--- src/rtl/swd_pkg.sv ---
package swd_pkg;

    localparam int unsigned SWD_N_W_DEF = 10;
    localparam int unsigned SWD_A_W_DEF = 6;

    typedef enum logic {
        SEL_V  = 1'b0,
        SEL_V1 = 1'b1
    } mod_sel_e;

    typedef struct packed {
        logic reload;
        logic err;
    } cycle_ev_t;

endpackage

--- src/rtl/swd_cfg_sanitize.sv ---
module swd_cfg_sanitize #(
    parameter int unsigned N_W = swd_pkg::SWD_N_W_DEF,
    parameter int unsigned A_W = swd_pkg::SWD_A_W_DEF
) (
    input  logic [N_W-1:0] n_raw,
    input  logic [A_W-1:0] a_raw,
    output logic [N_W-1:0] n_eff,
    output logic [A_W-1:0] a_eff,
    output logic           over
);
    logic [N_W-1:0] a_ext;

    always_comb begin
        n_eff = (n_raw == '0) ? N_W'(1) : n_raw;
        a_ext = N_W'(a_raw);
        over  = (a_ext > n_eff);
        a_eff = over ? n_eff[A_W-1:0] : a_raw;
    end
endmodule

--- src/rtl/swd_main_ctr.sv ---
module swd_main_ctr #(
    parameter int unsigned N_W = swd_pkg::SWD_N_W_DEF
) (
    input  logic           clk,
    input  logic           rst,
    input  logic           tick,
    input  logic [N_W-1:0] n_eff,
    output logic [N_W-1:0] n_rem,
    output logic           last
);
    assign last = tick && (n_rem == N_W'(1));

    always_ff @(posedge clk) begin
        if (rst || last) begin
            n_rem <= n_eff;
        end else if (tick) begin
            n_rem <= n_rem - N_W'(1);
        end
    end


    n_rem_nonzero_chk: assert property (@(posedge clk) disable iff (rst)
        n_rem != '0);
endmodule

--- src/rtl/swd_swallow_ctr.sv ---
module swd_swallow_ctr #(
    parameter int unsigned A_W = swd_pkg::SWD_A_W_DEF
) (
    input  logic              clk,
    input  logic              rst,
    input  logic              tick,
    input  logic              reload,
    input  logic [A_W-1:0]    a_eff,
    output logic [A_W-1:0]    a_rem,
    output swd_pkg::mod_sel_e mod_sel
);
    import swd_pkg::*;

    logic armed;

    always_ff @(posedge clk) begin
        if (rst || reload) begin
            a_rem <= a_eff;
        end else if (tick && (a_rem != '0)) begin
            a_rem <= a_rem - A_W'(1);
        end
    end

    assign mod_sel = (a_rem != '0) ? SEL_V1 : SEL_V;

    always_ff @(posedge clk) begin
        if (rst) armed <= 1'b0;
        else     armed <= 1'b1;
    end


    mod_only_after_tick_chk: assert property (@(posedge clk) disable iff (rst || !armed)
        !$past(tick) |-> $stable(mod_sel));
endmodule

--- src/rtl/swallow_div.sv ---
module swallow_div #(
    parameter int unsigned N_W = swd_pkg::SWD_N_W_DEF,
    parameter int unsigned A_W = swd_pkg::SWD_A_W_DEF
) (
    input  logic           clk,
    input  logic           rst,
    input  logic           pre_tick,
    input  logic [N_W-1:0] n_word,
    input  logic [A_W-1:0] a_word,
    output logic           mod_hi,
    output logic           div_pulse,
    output logic           ratio_err
);
    import swd_pkg::*;

    localparam int unsigned CMP_W = (N_W > A_W) ? N_W : A_W;

    logic [N_W-1:0] n_eff;
    logic [A_W-1:0] a_eff;
    logic           over;
    logic [N_W-1:0] n_rem;
    logic [A_W-1:0] a_rem;
    logic           last;
    mod_sel_e       mod_sel;
    cycle_ev_t      ev;
    logic           div_q;
    logic           err_q;
    logic           armed;

    swd_cfg_sanitize #(.N_W(N_W), .A_W(A_W)) cfg_i (
        .n_raw (n_word),
        .a_raw (a_word),
        .n_eff (n_eff),
        .a_eff (a_eff),
        .over  (over)
    );

    swd_main_ctr #(.N_W(N_W)) main_i (
        .clk   (clk),
        .rst   (rst),
        .tick  (pre_tick),
        .n_eff (n_eff),
        .n_rem (n_rem),
        .last  (last)
    );

    swd_swallow_ctr #(.A_W(A_W)) swl_i (
        .clk     (clk),
        .rst     (rst),
        .tick    (pre_tick),
        .reload  (last),
        .a_eff   (a_eff),
        .a_rem   (a_rem),
        .mod_sel (mod_sel)
    );

    assign ev.reload = last;
    assign ev.err    = over;

    always_ff @(posedge clk) begin
        if (rst) begin
            div_q <= 1'b0;
            err_q <= over;
            armed <= 1'b0;
        end else begin
            div_q <= ev.reload;
            armed <= 1'b1;
            if (ev.reload) err_q <= ev.err;
        end
    end

    assign mod_hi    = (mod_sel == SEL_V1);
    assign div_pulse = div_q;
    assign ratio_err = err_q;


    swallow_within_main_chk: assert property (@(posedge clk) disable iff (rst)
        CMP_W'(a_rem) <= CMP_W'(n_rem));


    pulse_after_tick_chk: assert property (@(posedge clk) disable iff (rst)
        div_pulse |-> $past(pre_tick));


    err_stable_in_cycle_chk: assert property (@(posedge clk) disable iff (rst || !armed)
        !$past(last) |-> $stable(ratio_err));


    mod_low_on_last_chk: assert property (@(posedge clk) disable iff (rst)
        (n_rem == N_W'(1) && !mod_hi) |=> !(mod_hi && !$past(pre_tick)));
endmodule

--- config.mk ---
export PLATFORM = sky130hd
export DESIGN_NAME = swallow_div
export DESIGN_NICKNAME = d
export VERILOG_FILES = /design/src/rtl/swd_pkg.sv /design/src/rtl/swd_cfg_sanitize.sv /design/src/rtl/swd_main_ctr.sv /design/src/rtl/swd_swallow_ctr.sv /design/src/rtl/swallow_div.sv
export SDC_FILE = /design/constraint.sdc
export NUM_CORES = 1
export LEC_CHECK = 0
export BUFFER_PORTS_ARGS = -buffer_cell sky130_fd_sc_hd__buf_2
export CAP_MARGIN = 30
export CORE_UTILIZATION = 35
export DETAILED_ROUTE_END_ITERATION = 16
export GPL_ROUTABILITY_DRIVEN = 0
export PLACE_DENSITY = 0.55
export SYNTH_ARGS = -nofsm -noshare
export SYNTH_HDL_FRONTEND = slang
export SYNTH_SLANG_ARGS = --single-unit
--- constraint.sdc ---
create_clock -name clk -period 3.02 [get_ports clk]
set_input_delay 0.302 -clock clk [delete_from_list [all_inputs] [get_ports clk]]
set_output_delay 0.302 -clock clk [all_outputs]
set_load 0.01 [all_outputs]
---- After elaboration in Yosys (flattened, before gate mapping) ----
Index checks and enable logic that the tools add are counted.
word-level totals
  bits of input ports ..................... 19
  register bits ........................... 18
  logic and storage cells ................. 25
  output and inout bits ................... 3
cells by class
  equal/unequal tests ..................... 1
  $add $sub $neg .......................... 2
  muxes and demuxes ....................... 9
  $lt $le $gt $ge ......................... 1
  reductions and logical operators ........ 8
operator list
  cell                     count
  $mux W10                 3
  $mux W6                  3
  $eq A10 B1 Y1 const B    1
  $gt A6 B10 Y1            1
  $logic_not A10 Y1        1
  $sub A10 B1 Y10 const B  1
  $reduce_bool A2 Y1       3
  $reduce_bool A6 Y1       1
  $sub A6 B1 Y6 const B    1
  $mux W1                  3
  $logic_and A1 B1 Y1      2
  $logic_or A1 B1 Y1       1

---- Longest topological paths before layout ----
Gate-level depths: netlist of run 1.
  depth in word-level cells ............... 5
  depth in mapped cells ................... 9

---- Hierarchy ----
Synthesis of run 1 repeated with hierarchy kept, for this count alone.
unflattened totals
  cell total of the unflattened synthesis .. 138
  area, all modules ....................... 1373.8 um2
by module, submodules not included
  module            area each (um2)  cells each  times used
  swd_main_ctr      638.1            58          1
  swd_swallow_ctr   356.6            35          1
  swd_cfg_sanitize  316.6            41          1
  swallow_div       62.6             4           1

---- Least setup slack after synthesis of run 1 ----
Ideal clock, no wire load.
  kind .................................... input port to flip-flop
  start ................................... input n_word[3]
  end ..................................... register swl_i.a_rem[0] (data pin)
  setup slack ............................. 724 ps
  data required time ...................... 2764 ps
  arrival time ............................ 2040 ps
  cell stages on the path ................. 9
  cells stage by stage .................... or4_1 -> nor2_1 -> a21o_2 -> ha_1 -> nor2b_1 -> o21bai_1 -> a31oi_4 -> or2_1 -> a31o_2
on the way
  word-level cells in the longest chain between the ends .. 5
RTL lines
  what                  RTL line                source
  from (decl)           swallow_div.sv:8        input logic [N_W-1:0] n_word,
  $logic_not A10 Y1     swd_cfg_sanitize.sv:14  n_eff = (n_raw == '0) ? N_W'(1) : n_raw;
  $mux W10 (*)          swd_cfg_sanitize.sv:14
  $gt A6 B10 Y1 (*)     swd_cfg_sanitize.sv:16  over = (a_ext > n_eff);
  net cfg_i.over        swd_cfg_sanitize.sv:9   output logic over
  $mux W6 (*)           swd_cfg_sanitize.sv:17  a_eff = over ? n_eff[A_W-1:0] : a_raw;
  $mux W6 (*)           swd_swallow_ctr.sv:17   if (rst || reload) begin
  to (signal assigned)  swd_swallow_ctr.sv:20   a_rem <= a_rem - A_W'(1);
  to (decl)             swd_swallow_ctr.sv:9    output logic [A_W-1:0] a_rem,
The timed path passes the listed nets; every way through them passes the cells marked *.
A chain may end at the register's enable or synchronous reset.

---- Final worst setup path of run 1 ----
Same ends and word-level chain as after synthesis.

==> results of run 1 <==
==> final cells by class <==
class,instances,area (um2)
repair buffers,21,105
inverters,10,37.5
multi-input cells,96,699
fillers,354,1980
well taps,46,57.6
clock buffers,4,55.1
flip-flops and latches,18,531
==> routing by layer <==
| metal | GRT usage [%] | up-vias | wire length [um] |
|---|---|---|---|
| met3 | 2.17 | 4 | 92 |
| met1 | 19.3 | 458 | 1220 |
| met4 | 6.10 | 0 | 44 |
| met5 | 0 | - | 0 |
| met2 | 22.8 | 30 | 1250 |
| li1 | - | 492 | - |
==> logic make-up after synthesis <==
logic type,Yosys count
muxes,7
DFF,18
and+or+nand+nor,45
adders and majority gates,10
AOI/OAI and AO/OA,23
buffers and inverters,14
xor gates and xnor gates,11
==> worst max-delay path, cell delays in order <==
cell and delay, ns:
buf_2 0.13, or4_1 0.51, nor2_1 0.14, a21o_2 0.16, ha_1 0.14, nor2b_1 0.04
o21bai_1 0.21, a31oi_4 0.20, or2_1 0.25, a31o_2 0.23
==> worst paths after layout <==
| kind | end |
|---|---|
| max reg2reg | main_i.n_rem[0] |
| max | swl_i.a_rem[0] |
| min | div_pulse |
| min reg2reg | div_pulse |
==> Yosys cell counts <==
| library cell | number | area share (%) |
|---|---|---|
| a21o_1 | 3 | 1.7 |
| a21o_2 | 1 | 0.67 |
| a21oi_1 | 6 | 2.3 |
| a31o_2 | 1 | 0.67 |
| a31oi_4 | 1 | 1.6 |
| and2_1 | 1 | 0.48 |
| buf_4 | 2 | 1.1 |
| buf_6 | 1 | 0.86 |
| buf_8 | 1 | 1.1 |
| dfxtp_1 | 1 | 1.5 |
| edfxtp_1 | 17 | 39 |
| ha_1 | 10 | 9.6 |
| inv_1 | 10 | 2.9 |
| mux2_2 | 1 | 0.86 |
| mux2i_1 | 6 | 4.6 |
| nand2_1 | 12 | 3.4 |
| nand2b_2 | 1 | 0.67 |
| nand3_1 | 3 | 1.1 |
| nand3b_1 | 1 | 0.57 |
| nand4_1 | 1 | 0.48 |
| nand4b_4 | 1 | 1.8 |
| nor2_1 | 13 | 3.7 |
| nor2b_1 | 1 | 0.48 |
| nor3_1 | 5 | 1.9 |
| nor4_1 | 1 | 0.48 |
| nor4_4 | 1 | 1.6 |
| o21ai_0 | 7 | 2.7 |
| o21ai_1 | 1 | 0.38 |
| o21ai_2 | 1 | 0.67 |
| o21bai_1 | 1 | 0.57 |
| o31ai_1 | 1 | 0.57 |
| or2_1 | 1 | 0.48 |
| or2_2 | 1 | 0.48 |
| or3_4 | 1 | 0.86 |
| or4_1 | 1 | 0.57 |
| xnor2_1 | 8 | 5.4 |
| xor2_1 | 3 | 2.0 |
==> sequential cells by signal, summed over array words and instances, names as in the netlist <==
name and count:
main_i.n_rem 10, div_pulse 1, ratio_err 1, swl_i.a_rem 6
==> per-stage QoR <==
stage	utilization [%]	cell area, um2	total power [W]
global route	42.8	1490	0.000713
floorplan	-	1310	0.000440
finish	42.8	1490	0.000675
global placement	41.2	1430	0.000478
CTS	42.8	1490	0.000680
detailed placement	41.2	1430	0.000482
==> power groups by stage <==
stage | clock (W) | sequential, W | combinational (W)
after floorplan | 0 | 0.000335 | 0.000106
after CTS | 0.000202 | 0.000336 | 0.000142
after global placement | 0 | 0.000340 | 0.000139
after detailed placement | 0 | 0.000342 | 0.000140
final | 0.000198 | 0.000336 | 0.000141
after global routing | 0.000213 | 0.000340 | 0.000161
==> results.py, run 1 <==
metrics = {
    "die": {
        "die_h_um": 63.2,
        "die_x_um": 63.2,
        "rows": 21,
        "die-area_um2": 3990,
        "start_util_pct": 37.7,
        "core_area_um2": 3470,
        "top_level_ports": 22,
    },
    "global_route": {
        "grt_pass1_wl_um": 4410,
        "grt_use_total_pct": 14.4,
        "grt_start_max_net_pins": 33,
        "grt_overflow": 0,
        "antenna_found_initial": 0,
        "grt_pass1_vias": 991,
    },
    "sta": {
        "hold_slack_ns": 0.212,
        "setup_ws_ns": 0.716,
        "slew-limit-headroom_pct": 60.0,
        "finalHoldViolCount": 0,
        "fin_crit_sh_pct": 76.3,
        "slew_viol_final": 0,
        "worst_pin_slew_ns": 0.599,
        "rsz0062_at_grt": "no",
        "setup_tns_ns": 0,
        "finalSetupViolations": 0,
        "final.min_clock_period_ns": 2.30,
        "fmax_mhz": 434,
        "skew_ns": 0.00441,
    },
    "yosys": {
        "synth_xor_area_share_pct": 7.36,
        "synth_cell_type_count": 37,
        "synth_compound_area_share_pct": 11.9,
        "synthSimpleGateAreaFrac_pct": 19.2,
        "postSynthAreaPerCell_um2": 10.2,
        "synthAdderAreaFrac_pct": 9.56,
        "synthMuxAreaShare_pct": 5.45,
        "ys_ff_latch": 18,
        "syn_nets": 157,
        "syn_inst": 128,
        "yosys_warnings": 0,
        "yosysSeqAreaShare_pct": 40.5,
        "syn_area_um2": 1310,
        "synth_top_family_by_area": "simple AND/OR/NAND/NOR gates",
    },
    "worst_setup_path": {
        "end_kind": "flip-flop",
        "criticalPathCategory": "input pin to flip-flop",
        "r2r_slack_ns": 0.89,
        "critPathMaxFanout": 8,
        "critical_path_arrival_ns": 2.31,
        "critPathLaunchType": "input pin",
        "r2r_cells": 4,
        "critPathLaunch": "n_word[3]",
        "rr_startpoint": "main_i.n_rem[5]",
        "cp.required_ns": 3.03,
    },
    "detailed_routing": {
        "vias": 984,
        "drt-total-wl_um": 2610,
        "post_drt_via_cell_ratio": 5.05,
        "drt_pass1_iterations": 4,
        "wl_per_cell_um": 13.4,
        "drc": 0,
        "final_antenna_net_count": 0,
        "drtIter0Drc": 38,
    },
    "layout": {
        "drive_above_1_share_pct": 23.5,
        "final_net_count": 179,
        "layout_commonest_cell": "buf_2",
        "num_antenna_cells": 0,
        "layout.cells.non_filler": 195,
        "areaGrowthSynthToFinish_pct": 13.5,
        "final_cell_mix": "buf_2 (21), edfxtp_1 (17), nor2_1 (13)",
    },
    "power_and_ir_drop": {
        "pwr-share-comb_pct": 20.9,
        "power_frac_clock_pct": 29.3,
        "ir_drop_mv": 0.129,
        "p_switching_w": 0.000184,
        "power_density_nw_per_um2": 454,
        "p_seq_share_pct": 49.8,
        "p_sw_share_pct": 27.3,
        "power.leakage_nw": 0.630,
        "intPower_w": 0.000491,
    },
    "clock_tree": {
        "cts_setup_buffers": 0,
        "cts_buffers": 3,
        "cts-resized-gates": 0,
        "root_buffer": "clkbuf_8",
        "cts_sinks": 18,
        "cts_tree": "done",
        "hold_buffers": 0,
        "worstSkewPairLatency_ns": 0.25,
        "cts.clk_slew.worst_paths_ns": 0.07,
        "clockBufferDepth": 2,
        "htreeDepth": 1,
    },
    "placement": {
        "io_buffers": 21,
        "dp_cells": 191,
        "hpwl_um": 2080,
        "preCtsSetupSlack_ns": 0.441,
    },
    "outcome": {
        "outcome": "finished, final reports clean",
    },
    "min_path": {
        "min_path_type": "input pin to flip-flop",
        "hold_start": "rst",
        "hold_path_depth": 2,
    },
    "flow_run": {
        "drv_cap": 0,
    },
}
(Power assumes the default switching activity.)
==> inputs of run 2 (changes only) <==
- PLACE_DENSITY: 0.55 -> 0.57
- clock period: 3.02 -> 2.07 ns (I/O delays scaled with it)
==> results.py, run 2 (synthesis results as in run 1) <==
metrics = {
    "worst_setup_path": {
        "critPathMaxFanout": 5,
        "end_kind": "flip-flop",
        "slowest_stage": "or4_4",
        "critical_path_arrival_ns": 2.08,
        "slowest_delay_ns": 0.53,
        "crit_buf_inv": 2,
        "cp.required_ns": 2.07,
        "critical_path.top_delay_family": "simple AND/OR/NAND/NOR gates",
        "criticalPathCategory": "input pin to flip-flop",
        "path_cells": "buf_6 > or4_4 > nor2_4 > a21o_4 > ha_4 > nand2_2 > o21ai_2 > a31oi_4 > buf_12 > mux2i_1 > a21oi_1",
        "critPathLaunchType": "input pin",
    },
    "clock_tree": {
        "clockBufferDepth": 2,
        "cts_buffers": 3,
        "cts_tree": "done",
        "htreeDepth": 1,
        "cts_sinks": 18,
        "hold_buffers": 0,
        "worstSkewPairLatency_ns": 0.25,
        "root_buffer": "clkbuf_8",
        "cts.clk_slew.worst_paths_ns": 0.07,
    },
    "detailed_routing": {
        "drt-total-wl_um": 2760,
        "final_antenna_net_count": 0,
        "drt_pass1_iterations": 4,
        "drc": 0,
        "drtIter0Drc": 24,
        "post_drt_via_cell_ratio": 4.88,
        "wl_per_cell_um": 13.4,
        "vias": 1006,
    },
    "layout": {
        "utilization_pct": 47.1,
        "top_regs": "main_i.n_rem (10), swl_i.a_rem (6)",
        "regMostFlops": "main_i.n_rem",
        "drive_above_1_share_pct": 32.5,
        "stdcell_area_um2": 1630,
        "layout_commonest_cell": "buf_2",
        "largest_register_ffs": 10,
        "n_fill_cell": 354,
        "final_net_count": 190,
        "num_antenna_cells": 0,
        "areaGrowthSynthToFinish_pct": 24.8,
        "final_cell_mix": "buf_2 (19), edfxtp_1 (17), nor2_1 (12)",
        "multiInputGateArea_um2": 739,
        "seq_area_um2": 531,
    },
    "min_path": {
        "min_path_type": "input pin to flip-flop",
    },
    "outcome": {
        "violations": "negative setup slack",
        "outcome": "finished with violations",
    },
    "die": {
        "start_util_pct": 37.7,
        "die_x_um": 63.2,
        "top_level_ports": 22,
        "core_area_um2": 3470,
        "die-area_um2": 3990,
        "die_h_um": 63.2,
        "rows": 21,
    },
    "placement": {
        "hpwl_um": 2120,
        "preCtsSetupSlack_ns": -0.363,
        "io_buffers": 21,
        "placed_cell_area_um2": 1490,
    },
    "global_route": {
        "grt_start_max_net_pins": 17,
        "grt_overflow": 0,
        "antenna_found_initial": 0,
        "grt_pass1_vias": 1035,
        "grt_pass1_wl_um": 4820,
        "grt_use_total_pct": 15.3,
    },
    "sta": {
        "finalHoldViolCount": 0,
        "finalSetupViolations": 3,
        "worst_pin_slew_ns": 0.343,
        "fin_crit_sh_pct": 100,
        "setup_ws_ns": -0.00600,
        "fmax_mhz": 482,
        "slew-limit-headroom_pct": 76.9,
        "skew_ns": 0.00653,
        "rsz0062_at_grt": "yes",
        "hold_slack_ns": 0.124,
        "final.min_clock_period_ns": 2.08,
        "slew_viol_final": 0,
    },
    "flow_run": {
        "drv_cap": 0,
    },
    "power_and_ir_drop": {
        "power_density_nw_per_um2": 619,
        "ir_drop_mv": 0.395,
        "finalPower_w": 0.00101,
        "power.leakage_nw": 0.693,
    },
}
==> run 2: cell type report <==
cell class,count,area share [%]
clock buffer,4,3.37
timing repair buffer,32,13.0
multi-input combinational,96,45.3
inverter,10,2.30
sequential,18,32.5
tap,46,3.52
==> run 2: worst paths after layout <==
| check | startpoint | endpoint | slack, ns | cells after the start |
|---|---|---|---|---|
| min | rst | div_pulse | 0.12 | 2 |
| max reg2reg | main_i.n_rem[5] | main_i.n_rem[0] | 0.17 | 4 |
| max | n_word[2] | swl_i.a_rem[3] | -0.006 | 11 |
| min reg2reg | main_i.n_rem[9] | div_pulse | 0.65 | 3 |
==> run 2: repair_timing <==
item	CTS	global route
setup buffers	1	2
resized for setup	9	2
endpoints found under the setup margin	6	6
cloned	0	0
pin swaps	9	7
==> run 2: report_power, final <==
| part | internal [W] | switching (W) |
|---|---|---|
| combinational | 0.000112 | 0.000120 |
| sequential | 0.000454 | 0.0000373 |
| clock | 0.000169 | 0.000119 |
| total | 0.000734 | 0.000276 |
==> run 2: metrics by stage <==
stage | TNS [ns] | instances
floorplan | -0.353 | 128
global placement | -1.50 | 199
detailed placement | -1.91 | 199
CTS | -0.171 | 204
global route | -0.357 | 206
finish | -0.00734 | 206
==> run 2: per-layer routing <==
metal	part of all wire, %	vias up	track usage [%]
li1	-	518	-
met4	1.5	0	6.10
met1	48	465	19.7
met3	2.6	4	1.63
met5	0	-	0
met2	48	19	26.1
